==> src/rtl/sp_seq_pkg.sv <==
package sp_seq_pkg;

  // direction of a requested move relative to the present DAC code
  typedef enum logic [1:0] {
    SP_HOLD = 2'd0,
    SP_RISE = 2'd1,
    SP_FALL = 2'd2
  } sp_dir_e;

endpackage

==> src/rtl/sp_target_sel.sv <==
module sp_target_sel #(
  parameter int CODE_W = 6
) (
  input  logic              clk,
  input  logic              rst_n,
  input  logic              sel_pin,
  input  logic              hw_mode,
  input  logic [CODE_W-1:0] setpt0,
  input  logic [CODE_W-1:0] setpt1,
  input  logic              wr_setpt0,
  input  logic              wr_setpt1,
  input  logic              mode1_pfm,
  input  logic              go_set,
  output logic [CODE_W-1:0] tgt_code,
  output logic              tgt_pfm,
  output logic              accept,
  output logic              go_bit
);

  logic pin_q, pin_d;
  logic go_q, go_d;
  logic use_sp1;
  logic wr_sel;

  always_comb begin
    use_sp1  = hw_mode ? sel_pin : 1'b1;
    tgt_code = use_sp1 ? setpt1 : setpt0;
    tgt_pfm  = use_sp1 ? mode1_pfm : 1'b1;
    wr_sel   = use_sp1 ? wr_setpt1 : wr_setpt0;
    if (hw_mode) begin
      accept = (sel_pin != pin_q) || wr_sel;
    end else begin
      accept = go_q;
    end
    pin_d = sel_pin;
    // GO is latched only in software mode and drops once consumed
    go_d  = (!hw_mode && !go_q) ? go_set : 1'b0;
  end

  always_ff @(posedge clk or negedge rst_n) begin
    if (!rst_n) begin
      pin_q <= 1'b0;
      go_q  <= 1'b0;
    end else begin
      pin_q <= pin_d;
      go_q  <= go_d;
    end
  end

  assign go_bit = go_q;

endmodule

==> src/rtl/sp_ramp.sv <==
module sp_ramp
  import sp_seq_pkg::*;
#(
  parameter int CODE_W    = 6,
  parameter int SLEW_W    = 3,
  parameter int STEP_BASE = 2,
  parameter int RST_CODE  = 0
) (
  input  logic              clk,
  input  logic              rst_n,
  input  logic              accept,
  input  logic [CODE_W-1:0] tgt_code,
  input  logic [SLEW_W-1:0] slew_code,
  output logic [CODE_W-1:0] dac_code,
  output logic [CODE_W-1:0] tgt_q,
  output sp_dir_e           req_dir,
  output logic              jump_acc,
  output logic              at_target
);

  localparam int JUMP_SLEW = (1 << SLEW_W) - 1;
  localparam int MAX_IV    = STEP_BASE << (JUMP_SLEW - 1);
  localparam int SCNT_W    = $clog2(MAX_IV + 1);

  logic [CODE_W-1:0] dac_q, dac_d;
  logic [CODE_W-1:0] tgt_r, tgt_d;
  logic [SLEW_W-1:0] slew_q, slew_d;
  logic [SCNT_W-1:0] scnt_q, scnt_d;
  logic              upd_en;
  logic              step_due;

  function automatic logic [SCNT_W-1:0] iv_m1(input logic [SLEW_W-1:0] s);
    int iv;
    if (int'(s) == JUMP_SLEW) begin
      return '0;
    end
    iv = STEP_BASE << s;
    return SCNT_W'(iv - 1);
  endfunction

  always_comb begin
    at_target = (dac_q == tgt_r);
    jump_acc  = accept && (int'(slew_code) == JUMP_SLEW);
    if (tgt_code > dac_q) begin
      req_dir = SP_RISE;
    end else if (tgt_code < dac_q) begin
      req_dir = SP_FALL;
    end else begin
      req_dir = SP_HOLD;
    end
    step_due = !at_target && (scnt_q == '0);
    upd_en   = accept || !at_target;

    dac_d  = dac_q;
    tgt_d  = tgt_r;
    slew_d = slew_q;
    scnt_d = scnt_q;
    if (accept) begin
      tgt_d  = tgt_code;
      slew_d = slew_code;
      scnt_d = iv_m1(slew_code);
      if (jump_acc) begin
        dac_d = tgt_code;
      end
    end else if (!at_target) begin
      if (step_due) begin
        dac_d  = (tgt_r > dac_q) ? dac_q + 1'b1 : dac_q - 1'b1;
        scnt_d = iv_m1(slew_q);
      end else begin
        scnt_d = scnt_q - 1'b1;
      end
    end
  end

  always_ff @(posedge clk or negedge rst_n) begin
    if (!rst_n) begin
      dac_q  <= CODE_W'(RST_CODE);
      tgt_r  <= CODE_W'(RST_CODE);
      slew_q <= '0;
      scnt_q <= '0;
    end else if (upd_en) begin
      dac_q  <= dac_d;
      tgt_r  <= tgt_d;
      slew_q <= slew_d;
      scnt_q <= scnt_d;
    end
  end

  assign dac_code = dac_q;
  assign tgt_q    = tgt_r;

endmodule

==> src/rtl/sp_pgood.sv <==
module sp_pgood
  import sp_seq_pkg::*;
#(
  parameter int RAMP_SETTLE = 6,
  parameter int JUMP_SETTLE = 10
) (
  input  logic    clk,
  input  logic    rst_n,
  input  logic    accept,
  input  sp_dir_e req_dir,
  input  logic    req_jump,
  input  logic    at_target,
  input  logic    tgt_pfm,
  output logic    pwr_ok,
  output logic    pfm_ok
);

  localparam int MAX_SET = (RAMP_SETTLE > JUMP_SETTLE) ? RAMP_SETTLE : JUMP_SETTLE;
  localparam int PCNT_W  = $clog2(MAX_SET + 1);

  logic              pok_q, pok_d;
  logic              up_q, up_d;
  logic              mode_q, mode_d;
  logic              jmp_q, jmp_d;
  logic [PCNT_W-1:0] pcnt_q, pcnt_d;
  logic [PCNT_W-1:0] lim;
  logic              upd_en;

  always_comb begin
    lim    = jmp_q ? PCNT_W'(JUMP_SETTLE - 1) : PCNT_W'(RAMP_SETTLE - 1);
    upd_en = accept || (at_target && !pok_q);
    pok_d  = pok_q;
    up_d   = up_q;
    mode_d = mode_q;
    jmp_d  = jmp_q;
    pcnt_d = pcnt_q;
    if (accept) begin
      mode_d = tgt_pfm;
      jmp_d  = req_jump;
      pcnt_d = '0;
      if (req_dir != SP_HOLD) begin
        pok_d = 1'b0;
      end
      if (req_dir == SP_RISE) begin
        up_d = 1'b1;
      end else if (req_dir == SP_FALL) begin
        up_d = 1'b0;
      end
    end else if (at_target && !pok_q) begin
      if (pcnt_q == lim) begin
        pok_d = 1'b1;
        up_d  = 1'b0;
      end else begin
        pcnt_d = pcnt_q + 1'b1;
      end
    end
  end

  always_ff @(posedge clk or negedge rst_n) begin
    if (!rst_n) begin
      pok_q  <= 1'b1;
      up_q   <= 1'b0;
      mode_q <= 1'b1;
      jmp_q  <= 1'b0;
      pcnt_q <= '0;
    end else if (upd_en) begin
      pok_q  <= pok_d;
      up_q   <= up_d;
      mode_q <= mode_d;
      jmp_q  <= jmp_d;
      pcnt_q <= pcnt_d;
    end
  end

  assign pwr_ok = pok_q;
  assign pfm_ok = mode_q & ~up_q;

endmodule

==> src/rtl/vout_setpoint_seq.sv <==
module vout_setpoint_seq
  import sp_seq_pkg::*;
#(
  parameter int CODE_W      = 6,
  parameter int SLEW_W      = 3,
  parameter int STEP_BASE   = 2,
  parameter int RAMP_SETTLE = 6,
  parameter int JUMP_SETTLE = 10,
  parameter int RST_CODE    = 0
) (
  input  logic              clk,
  input  logic              rst_n,
  input  logic              sel_pin,
  input  logic              hw_mode,
  input  logic [CODE_W-1:0] setpt0,
  input  logic [CODE_W-1:0] setpt1,
  input  logic              wr_setpt0,
  input  logic              wr_setpt1,
  input  logic              mode1_pfm,
  input  logic [SLEW_W-1:0] slew_code,
  input  logic              go_set,
  output logic [CODE_W-1:0] dac_code,
  output logic              pwr_ok,
  output logic              pfm_ok,
  output logic              go_bit
);

  logic              rsync1, arst_n;
  logic [CODE_W-1:0] tgt_code;
  logic [CODE_W-1:0] tgt_q;
  logic              tgt_pfm;
  logic              accept;
  logic              jump_acc;
  logic              at_target;
  sp_dir_e           req_dir;

  // asynchronous assertion, synchronous release
  always_ff @(posedge clk or negedge rst_n) begin
    if (!rst_n) begin
      rsync1 <= 1'b0;
      arst_n <= 1'b0;
    end else begin
      rsync1 <= 1'b1;
      arst_n <= rsync1;
    end
  end

  sp_target_sel #(.CODE_W(CODE_W)) u_sel (
    .clk      (clk),
    .rst_n    (arst_n),
    .sel_pin  (sel_pin),
    .hw_mode  (hw_mode),
    .setpt0   (setpt0),
    .setpt1   (setpt1),
    .wr_setpt0(wr_setpt0),
    .wr_setpt1(wr_setpt1),
    .mode1_pfm(mode1_pfm),
    .go_set   (go_set),
    .tgt_code (tgt_code),
    .tgt_pfm  (tgt_pfm),
    .accept   (accept),
    .go_bit   (go_bit)
  );

  sp_ramp #(
    .CODE_W   (CODE_W),
    .SLEW_W   (SLEW_W),
    .STEP_BASE(STEP_BASE),
    .RST_CODE (RST_CODE)
  ) u_ramp (
    .clk      (clk),
    .rst_n    (arst_n),
    .accept   (accept),
    .tgt_code (tgt_code),
    .slew_code(slew_code),
    .dac_code (dac_code),
    .tgt_q    (tgt_q),
    .req_dir  (req_dir),
    .jump_acc (jump_acc),
    .at_target(at_target)
  );

  sp_pgood #(
    .RAMP_SETTLE(RAMP_SETTLE),
    .JUMP_SETTLE(JUMP_SETTLE)
  ) u_pgood (
    .clk      (clk),
    .rst_n    (arst_n),
    .accept   (accept),
    .req_dir  (req_dir),
    .req_jump (jump_acc),
    .at_target(at_target),
    .tgt_pfm  (tgt_pfm),
    .pwr_ok   (pwr_ok),
    .pfm_ok   (pfm_ok)
  );

endmodule

==> config.mk <==
export PLATFORM = sky130hd
export DESIGN_NAME = vout_setpoint_seq
export DESIGN_NICKNAME = d
export VERILOG_FILES = /design/src/rtl/sp_seq_pkg.sv /design/src/rtl/sp_target_sel.sv /design/src/rtl/sp_ramp.sv /design/src/rtl/sp_pgood.sv /design/src/rtl/vout_setpoint_seq.sv
export SDC_FILE = /design/constraint.sdc
export NUM_CORES = 1
export LEC_CHECK = 0
export BUFFER_PORTS_ARGS = -buffer_cell sky130_fd_sc_hd__buf_2
export CAP_MARGIN = 20
export CORE_ASPECT_RATIO = 1.5
export CORE_MARGIN = 2
export CORE_UTILIZATION = 24
export CTS_CLUSTER_SIZE = 8
export DETAILED_ROUTE_END_ITERATION = 7
export PLACE_DENSITY_LB_ADDON = 0.25
export SETUP_SLACK_MARGIN = 0.2
export SLEW_MARGIN = 0
export SYNTH_ARGS = -nofsm -noshare
export SYNTH_HDL_FRONTEND = slang
export SYNTH_SLANG_ARGS = --single-unit
==> constraint.sdc <==
create_clock -name clk -period 1.4 [get_ports clk]
set_input_delay 0.28 -clock clk [delete_from_list [all_inputs] [get_ports clk]]
set_output_delay 0.28 -clock clk [all_outputs]
set_load 0.05 [all_outputs]
======== Word-level counts from Yosys, hierarchy flattened ========
Index checks and enable logic that the tools add are counted.
word-level totals
  register bits after elaboration ......... 35
  input bits .............................. 23
  output and inout port bits .............. 9
  word-level logic and storage cells ...... 100
operators by class
  add/sub/neg operators ................... 6
  $lt $le $gt $ge ......................... 3
  eq/ne operators ......................... 12
  shift-type cells ........................ 2
  muxes and demuxes ....................... 39
  bitwise logic cells ..................... 2
  reductions and logical operators ........ 23
operators by type and width
  operator             count
  $mux 8               7
  $mux 6               6
  $mux 1               20
  $mux 4               4
  $shl 2x3->8 const A  2
  $sub 8x2->8 const B  2
  $gt 6x6->1           2
  $reduce_and 4->1     3
  $logic_not 8->1      1
  $reduce_bool 2->1    4
  $sub 8x1->8 const B  1
  $add 6x1->6 const B  1
  $eq 3x1->1 const B   2
  $eq 6x6->1           1
  $lt 6x6->1           1
  $reduce_and 2->1     3
  $sub 6x1->6 const B  1
  $add 4x1->4 const B  1
  $eq 4x4->1           1
  $logic_and 1x1->1    4
  $logic_not 1->1      4
  $mux 2               2
  $ne 2x1->1 const B   2
  $ne 2x2->1 const B   2
  other kinds (8)      10

======== Logic depth before layout (Yosys ltp) ========
Gate-level depths: netlist of the first run.
  depth after elaboration ................. 10
  gate-level depth with buffers ........... 13
  mapped depth without buffers ............ 12

======== Cells and area by module ========
Synthesis of the first run repeated with hierarchy kept, for this count alone.
unflattened totals
  cell total of the unflattened synthesis .. 292
  area, all modules ....................... 2,688.8 um^2
modules (own cells, without submodules)
  module             instances  cells an instance  area an instance (um^2)  seq. area each (um^2)
  sp_ramp            1          230                1,923.1                  575.6
  sp_pgood           1          43                 505.5                    202.7
  sp_target_sel      1          16                 206.4                    50.0
  vout_setpoint_seq  1          3                  53.8                     50.0

======== Least setup slack after synthesis of the first run ========
Ideal clock, no wire load.
  path kind ............................... register to register
  start ................................... reg u_ramp.dac_q[5], in the netlist u_ramp.dac_code[5]
  end ..................................... reg u_ramp.dac_q[5], in the netlist u_ramp.dac_code[5]
  setup time .............................. 129 ps
  arrival ................................. 3,261 ps
  required time ........................... 1,271 ps
  setup slack ............................. -1,990 ps
  stages on the path, launching flop included .. 14
  buffers on the path ..................... 1
  clock period less this slack ............ 3,390 ps
  cells stage by stage .................... dfrtp_1 > inv_1 > ha_1 > nand4_1 > or2_2 > clkbuf_1 > o31a_1 > inv_1 > ha_1 > a211oi_1 > o21ai_0 > a211o_1 > mux2i_1 > a211oi_2
on the way
  word-level cells in the longest chain between the ends .. 5
  elaborated cells on any way between the ends .. 14
  those cells by class .................... add/sub: 2; order compare: 1; eq/ne: 2; mux: 4; reduce/logical: 5
RTL lines
  element                                      RTL line                                     text
  start: declaration                           sp_ramp.sv:25                                logic [CODE_W-1:0] dac_q, dac_d;
  start signal: assignment                     sp_ramp.sv:77                                dac_q <= CODE_W'(RST_CODE);
  $sub 6x1->6 (tied with other cells)          sp_ramp.sv:67                                dac_d = (tgt_r > dac_q) ? dac_q + 1'b1 : dac_q - 1'b1;
  $mux 6 or $logic_not 1->1 (tied branches)    sp_ramp.sv:67, sp_ramp.sv:51, sp_ramp.sv:52
  $mux 6 or $logic_and 1x1->1 (tied branches)  sp_ramp.sv:66, sp_ramp.sv:51
  $mux 6 or $reduce_bool 2->1 (tied branches)  -
  $mux 6 or $reduce_and 4->1 (tied branches)   -
Parallel ways exist; a longest one is shown, timed or not. The select of a mux whose other input is x is not followed.
A chain may end at the register's enable or synchronous reset.

======== Worst setup path after layout of the first run ========
  start ................................... reg u_ramp.tgt_r[4], in the netlist u_ramp.tgt_q[4]
  end ..................................... reg u_ramp.dac_q[5], in the netlist u_ramp.dac_code[5]
on the way
  word-level cells in the longest chain between the ends .. 5
  elaborated cells on any way between the ends .. 12
  those cells by class .................... order compare: 1; eq/ne: 2; mux: 4; reduce/logical: 5
RTL lines
  element                                      RTL line                                     text
  start: declaration                           sp_ramp.sv:26                                logic [CODE_W-1:0] tgt_r, tgt_d;
  start signal: assignment                     sp_ramp.sv:78                                tgt_r <= CODE_W'(RST_CODE);
  start signal: assignment                     sp_ramp.sv:83                                tgt_r <= tgt_d;
  $gt 6x6->1 or $eq 6x6->1 (tied branches)     sp_ramp.sv:67, sp_ramp.sv:42
  $mux 6 or $logic_not 1->1 (tied branches)    sp_ramp.sv:67, sp_ramp.sv:51, sp_ramp.sv:52
  $mux 6 or $logic_and 1x1->1 (tied branches)  sp_ramp.sv:66, sp_ramp.sv:51
  $mux 6 or $reduce_bool 2->1 (tied branches)  -
  $mux 6 or $reduce_and 4->1 (tied branches)   -
Parallel ways exist; a longest one is shown, timed or not. The select of a mux whose other input is x is not followed.

==> results.cfg, run 1 <==
[run_status]
run_status = finished, violations left
violations = negative setup slack

[power_and_ir_drop]
sw_frac_of_total_pct = 40.1
combPwrFrac_pct = 67.7
p_int_mw = 4.66
leakagePower_nw = 2.09
power_frac_seq_pct = 18.3
peakVddDrop_mv = 0.662
p_per_area_mw_per_mm2 = 1670
clkPwrFrac_pct = 14.0
switchingPower_mw = 3.12

[worst_setup_path]
critPathArrivalTime_ns = 2.72
critPathLaunchType = flop
crit_chain = ha_4 -> nand4_1 -> or2_4 -> o31a_1 -> inv_4 -> ha_4 -> or2_2 -> a211o_1 -> mux2i_1 -> a211oi_2
cpPeakStageDelay_ns = 0.41
cp.required_ns = 1.56
crit_top_cell = ha_4
slowest_stage = dfrtp_1
endpoint_kind = flop
path_class = flop to flop
cp_max_fo = 5

[floorplanning]
coreArea_mm2 = 0.0105
io-pin-count = 32
die_width_um = 88.2
num_rows = 46
die_height_um = 130
initial_core_util_pct = 24.3
fp.dieArea_mm2 = 0.0115

[logic_synthesis]
ys_types = 58
seq_area_frac_synth_pct = 34.4
syn_area_per_cell_um2 = 9.07
synthCells = 281
synth_edf_count = 0
yosysWarningCount = 0
syn_area_mm2 = 0.00255
async_flop_share_pct = 100
syn_nets = 326
synth_flop_cell = dfrtp_1
ys_ff_latch = 35

[sta]
report.final.hold_viol_count = 0
grt_setup_unrepaired = true
final.min_clock_period_ns = 2.56
finClkSkew_ns = 0.00315
maxSlewViolCount = 0
tns_ns = -16.69
hold_slack_ns = 0.200
finalCritPeriodShare_pct = 183
final-setup-viol-count = 32
max_freq_ghz = 0.391
setup_ws_ns = -1.16

[grt]
grt_pass1_vias = 2769
grt_usage_pct = 15.9
grt_max_degree = 34
antenna_found_initial = 0
grt_pass1_wl_um = 13800
grt-ovfl-total = 0

[layout]
drive_gt1_share_pct = 58.8
final_cell_area_mm2 = 0.00466
antenna_cells = 0
fin_nets = 475
syn2layout_area_growth_pct = 82.6
layout_common_cells = buf_4 (83), buf_6 (28), dfrtp_1 (26), buf_2 (23), nand2_1 (20)
layout_commonest_cell = buf_4

[clock_network]
root_buffer = clkbuf_16
cts_sinks = 35
clk_latency_ns = 0.29
clk_path_buf_depth = 2
clk_pin_slew_ns = 0.06
cts_max_level = 2
cts_tree = built
numCtsBuffers = 5

[route]
wl_per_cell_um = 15.9
drtIter0Drc = 68
wl_um = 9140
final_antenna_net_count = 0
drcViolationCount = 0
dr_total_vias = 2739
via_per_inst = 4.77
dr.pass1.iters = 4

[placed_design]
placed_area_mm2 = 0.00356
hpwl_um = 6020
portBuffers = 31
gp_congestion = 0.786

[min_path]
hold_path.class = input pin to flop

[flow_run]
maxCapViolations = 0
==> path summary, 6_finish.rpt <==
kind,start,endpoint,slack (ns),cells past startpoint
min reg2reg,arst_n,u_pgood.pcnt_q[3],0.28,1
min,go_set,u_sel.go_bit,0.20,3
max,u_ramp.tgt_q[4],u_ramp.dac_code[5],-1.16,10
max reg2reg,u_ramp.tgt_q[4],u_ramp.dac_code[5],-1.16,10
max in group asynchronous,arst_n,u_ramp.dac_code[1],0.76,1
min in group asynchronous,arst_n,u_pgood.pcnt_q[3],0.28,1
==> registers in the layout, summed over array words and instances, names as in the netlist <==
signal and cells:
rsync1 1, u_sel.pin_q 1, u_ramp.slew_q 3, u_ramp.dac_code 6, u_pgood.pcnt_q 4, u_pgood.up_q 1
u_ramp.scnt_q 8, u_pgood.mode_q 1, u_pgood.jmp_q 1, arst_n 1, u_ramp.tgt_q 6, u_sel.go_bit 1
u_pgood.pwr_ok 1
==> metal layers <==
metal  vias up  wire (um)  GRT usage (%)
met2        60       5210           30.3
met4         0        402           9.09
met5         -          0              0
met1      1336       3300           16.2
li1       1322          -              -
met3        21        225           2.02
==> logic make-up (layout without fill, tap and decap cells) <==
logic type / Yosys count / after routing / synth area share (%)
flip-flops: 35 / 35 / 34.4
AND/OR/NAND/NOR: 88 / 89 / 18.6
AO/OA/AOI/OAI: 85 / 85 / 22.6
multiplexers: 13 / 13 / 5.40
buffers and inverters: 30 / 178 / 5.35
adder cells (fa/ha/maj): 22 / 22 / 11.1
XOR/XNOR: 7 / 7 / 2.40
other: 1 / 1 / 0.147
==> worst max-delay path: cells and delay by family (launching register included) <==
kind / cells / cell delay [ns]
AND/OR/NAND/NOR: 3 / 0.70
adder cells (fa/ha/maj): 2 / 0.50
AO/OA/AOI/OAI: 3 / 0.50
flip-flops: 1 / 0.41
multiplexers: 1 / 0.17
buffers and inverters: 1 / 0.12
==> synthesized netlist by cell type, types with 2 or more instances <==
master    number  area (um^2)
a21o_1         5         37.5
mux2i_1        7         70.1
a211oi_1       5         37.5
a31oi_1        5         31.3
nand4_1        3         18.8
o21ai_0       20          100
nand2_1       25         93.8
nor2b_1        3         18.8
dfrtp_1       33          826
a211o_1        2         17.5
inv_1         18         67.6
xor2_1         4         35.0
or2_2          3         18.8
nor4_1         3         18.8
o21a_1         5         37.5
nor3_1         6         30.0
and2_1         2         12.5
or3_1          4         25.0
nor3b_1        4         30.0
buf_6          2         22.5
clkbuf_1       5         18.8
nor2_1        10         37.5
a21oi_1       23          115
o211ai_1       4         30.0
xnor2_1        3         26.3
buf_2          3         15.0
ha_1          21          263
dfstp_2        2         52.6
nand2b_1      10         62.6
mux2_2         6         67.6
nand3_1        8         40.0
==> power groups by stage <==
stage          registers (mW)  clock network, mW  logic, mW
2_1_floorplan            1.73                  0       1.78
3_3_place_gp             1.38                  0       3.43
3_5_place_dp             1.39                  0       3.47
4_1_cts                  1.40               1.11       4.62
5_1_grt                  1.45               1.14       5.68
6_report                 1.43               1.09       5.27
==> cell type report <==
| class | count | area (um^2) |
|---|---|---|
| multi-input combinational | 217 | 2020 |
| clock buffer | 7 | 133 |
| fill | 1047 | 5820 |
| inverter | 18 | 72.6 |
| sequential | 35 | 887 |
| tap | 144 | 180 |
| timing repair buffer | 153 | 1360 |
==> per-stage QoR <==
step | setup slack, ns | utilization (%) | instances | power [mW]
6_report | -1.16 | 44.4 | 574 | 7.78
3_3_place_gp | -1.09 | 33.9 | 528 | 4.82
2_1_floorplan | -1.49 | - | 281 | 3.51
4_1_cts | -1.13 | 42.0 | 565 | 7.13
3_5_place_dp | -1.17 | 33.9 | 528 | 4.86
5_1_grt | -1.28 | 44.4 | 574 | 8.26
==> timing repair <==
action / 4_1_cts / 5_1_grt
endpoints found under the hold margin: 2 / 0
resized for setup: 116 / 38
cloned: 1 / 0
pin swaps: 31 / 23
hold buffers: 1 / 0
setup buffers: 28 / 9
setup endpoints to repair: 39 / 39
(Power assumes the default switching activity.)
==> inputs of run 2 (changes only) <==
--- a/config.mk
+++ b/config.mk
@@ -8,7 +8,6 @@
 export BUFFER_PORTS_ARGS = -buffer_cell sky130_fd_sc_hd__buf_2
 export CAP_MARGIN = 20
 export CORE_ASPECT_RATIO = 1.5
-export CORE_MARGIN = 2
 export CORE_UTILIZATION = 24
 export CTS_CLUSTER_SIZE = 8
 export DETAILED_ROUTE_END_ITERATION = 7
==> run 2 against run 1 <==
Against the previous run: the run still ends with negative setup slack left; final area decreased by 4.0%; worst hold slack got worse by 0.0088 ns; clock skew increased by 0.0036 ns; sequential power about the same; worst setup slack got worse by 0.0056 ns; sequential cell count unchanged; core utilization decreased by 0.83 points; highest routed layer unchanged.
==> results.cfg, run 2 (same netlist as run 1, synthesis figures left out) <==
[layout]
multi_input_area_mm2 = 0.00186
layout_commonest_cell = buf_4
layout_common_cells = buf_4 (72), buf_6 (36), dfrtp_1 (26), buf_2 (23), nand2_1 (22)
syn2layout_area_growth_pct = 75.3
seq_area_um2 = 887
drive_gt1_share_pct = 53.8
final_cells = 565
fin_nets = 468
largest_reg_flops = 8
antenna_cells = 0
final_cell_area_mm2 = 0.00447
regMostFlops = u_ramp.scnt_q
fillCellCount = 1023

[clock_network]
clk_pin_slew_ns = 0.06
cts_tree = built
numCtsBuffers = 5
clk_path_buf_depth = 2
cts_max_level = 2
clk_latency_ns = 0.29
root_buffer = clkbuf_16
cts_sinks = 35

[floorplanning]
initial_core_util_pct = 24.9
die_width_um = 86.2
coreArea_mm2 = 0.0102
die_height_um = 128
fp.dieArea_mm2 = 0.0110
io-pin-count = 32
num_rows = 45

[sta]
final.min_clock_period_ns = 2.57
maxSlewViolCount = 0
final-setup-viol-count = 33
report.final.hold_viol_count = 0
max_freq_ghz = 0.390
setup_ws_ns = -1.17
finalCritPeriodShare_pct = 183
finClkSkew_ns = 0.00679
grt_setup_unrepaired = true

[route]
drtIter0Drc = 89
wl_per_cell_um = 14.7
final_antenna_net_count = 0
wl_um = 8300
via_per_inst = 4.69
dr_total_vias = 2650
dr.pass1.iters = 4
drcViolationCount = 0

[worst_setup_path]
critPathLaunchType = flop
slowest_stage = dfrtp_2
crit_chain = inv_1 -> ha_1 -> nand2_1 -> or2_4 -> o31a_1 -> inv_2 -> ha_1 -> a211oi_2 -> o21ai_1 -> a211o_1 -> mux2i_1 -> a211oi_2
path_class = flop to flop
cpPeakStageDelay_ns = 0.36
critPathArrivalTime_ns = 2.73
cp_max_fo = 5
cp.required_ns = 1.57
endpoint_kind = flop

[grt]
grt_pass1_vias = 2769
grt_pass1_wl_um = 13600
antenna_found_initial = 0
grt_max_degree = 21
grt_usage_pct = 16.2
grt-ovfl-total = 0

[power_and_ir_drop]
peakVddDrop_mv = 1.40
leakagePower_nw = 2.04
total_power_mw = 7.36
p_per_area_mw_per_mm2 = 1650

[placed_design]
placed_area_mm2 = 0.00353
portBuffers = 31
hpwl_um = 5940
dp.cells = 524
gp_congestion = 0.855
dp_slack_ns = -1.16

[flow_run]
maxCapViolations = 0

[min_path]
hold_path.class = input pin to flop

[run_status]
run_status = finished, violations left
violations = negative setup slack
## run 2: area by class of cell
class | instances | area share [%]
timing repair buffer | 146 | 29.1
multi-input combinational | 217 | 41.6
tap | 141 | 3.95
sequential | 35 | 19.8
clock inverter | 2 | 0.784
clock buffer | 6 | 3.11
inverter | 18 | 1.57
## run 2: metrics by stage
step	setup TNS, ns	utilization [%]	hold WS [ns]
floorplan	-16.41	-	-0.0156
global placement	-16.50	34.5	0.0684
detailed placement	-16.97	34.5	0.0672
CTS	-19.13	41.3	0.189
global route	-23.70	43.6	0.201
finish	-20.36	43.6	0.191
## run 2: report_power, final
group	switching [mW]	internal (mW)	leakage [nW]
Combinational	2.19	2.43	1.55
Sequential	0.171	1.23	0.406
Clock	0.454	0.886	0.0868
## run 2: timing repair
action / 4_1_cts / 5_1_grt
hold buffers: 1 / 0
resized for setup: 83 / 36
hold endpoints to repair: 2 / 0
endpoints found under the setup margin: 39 / 39
setup buffers: 22 / 8
pin swaps: 29 / 11
gates cloned: 1 / 1
## run 2: critical path: cells and delay by family, from the launching register on
family	cells	cell delay, ns
multiplexers	1	0.17
buffers and inverters	2	0.18
AND/OR/NAND/NOR	2	0.37
adder cells (fa/ha/maj)	2	0.59
AO/OA/AOI/OAI	5	0.77
flip-flops	1	0.36
## run 2: per-layer routing
metal | routed length, um | track usage (%)
met1 | 3080 | 16.6
met2 | 4620 | 30.7
met3 | 177 | 2.64
met4 | 427 | 9.12
met5 | 0 | 0
## run 2: final timing paths
check                      slack (ns)  cells after the start            endpoint               start
setup / recovery                -1.17                     12  u_ramp.dac_code[5]  u_ramp.dac_code[1]
hold / removal                   0.19                      3        u_sel.go_bit              go_set
setup reg to reg                -1.17                     12  u_ramp.dac_code[5]  u_ramp.dac_code[1]
hold reg to reg                  0.21                      1    u_ramp.scnt_q[7]              arst_n
max in group asynchronous        0.86                      1      u_pgood.pwr_ok              arst_n
min in group asynchronous        0.21                      1    u_ramp.scnt_q[7]              arst_n
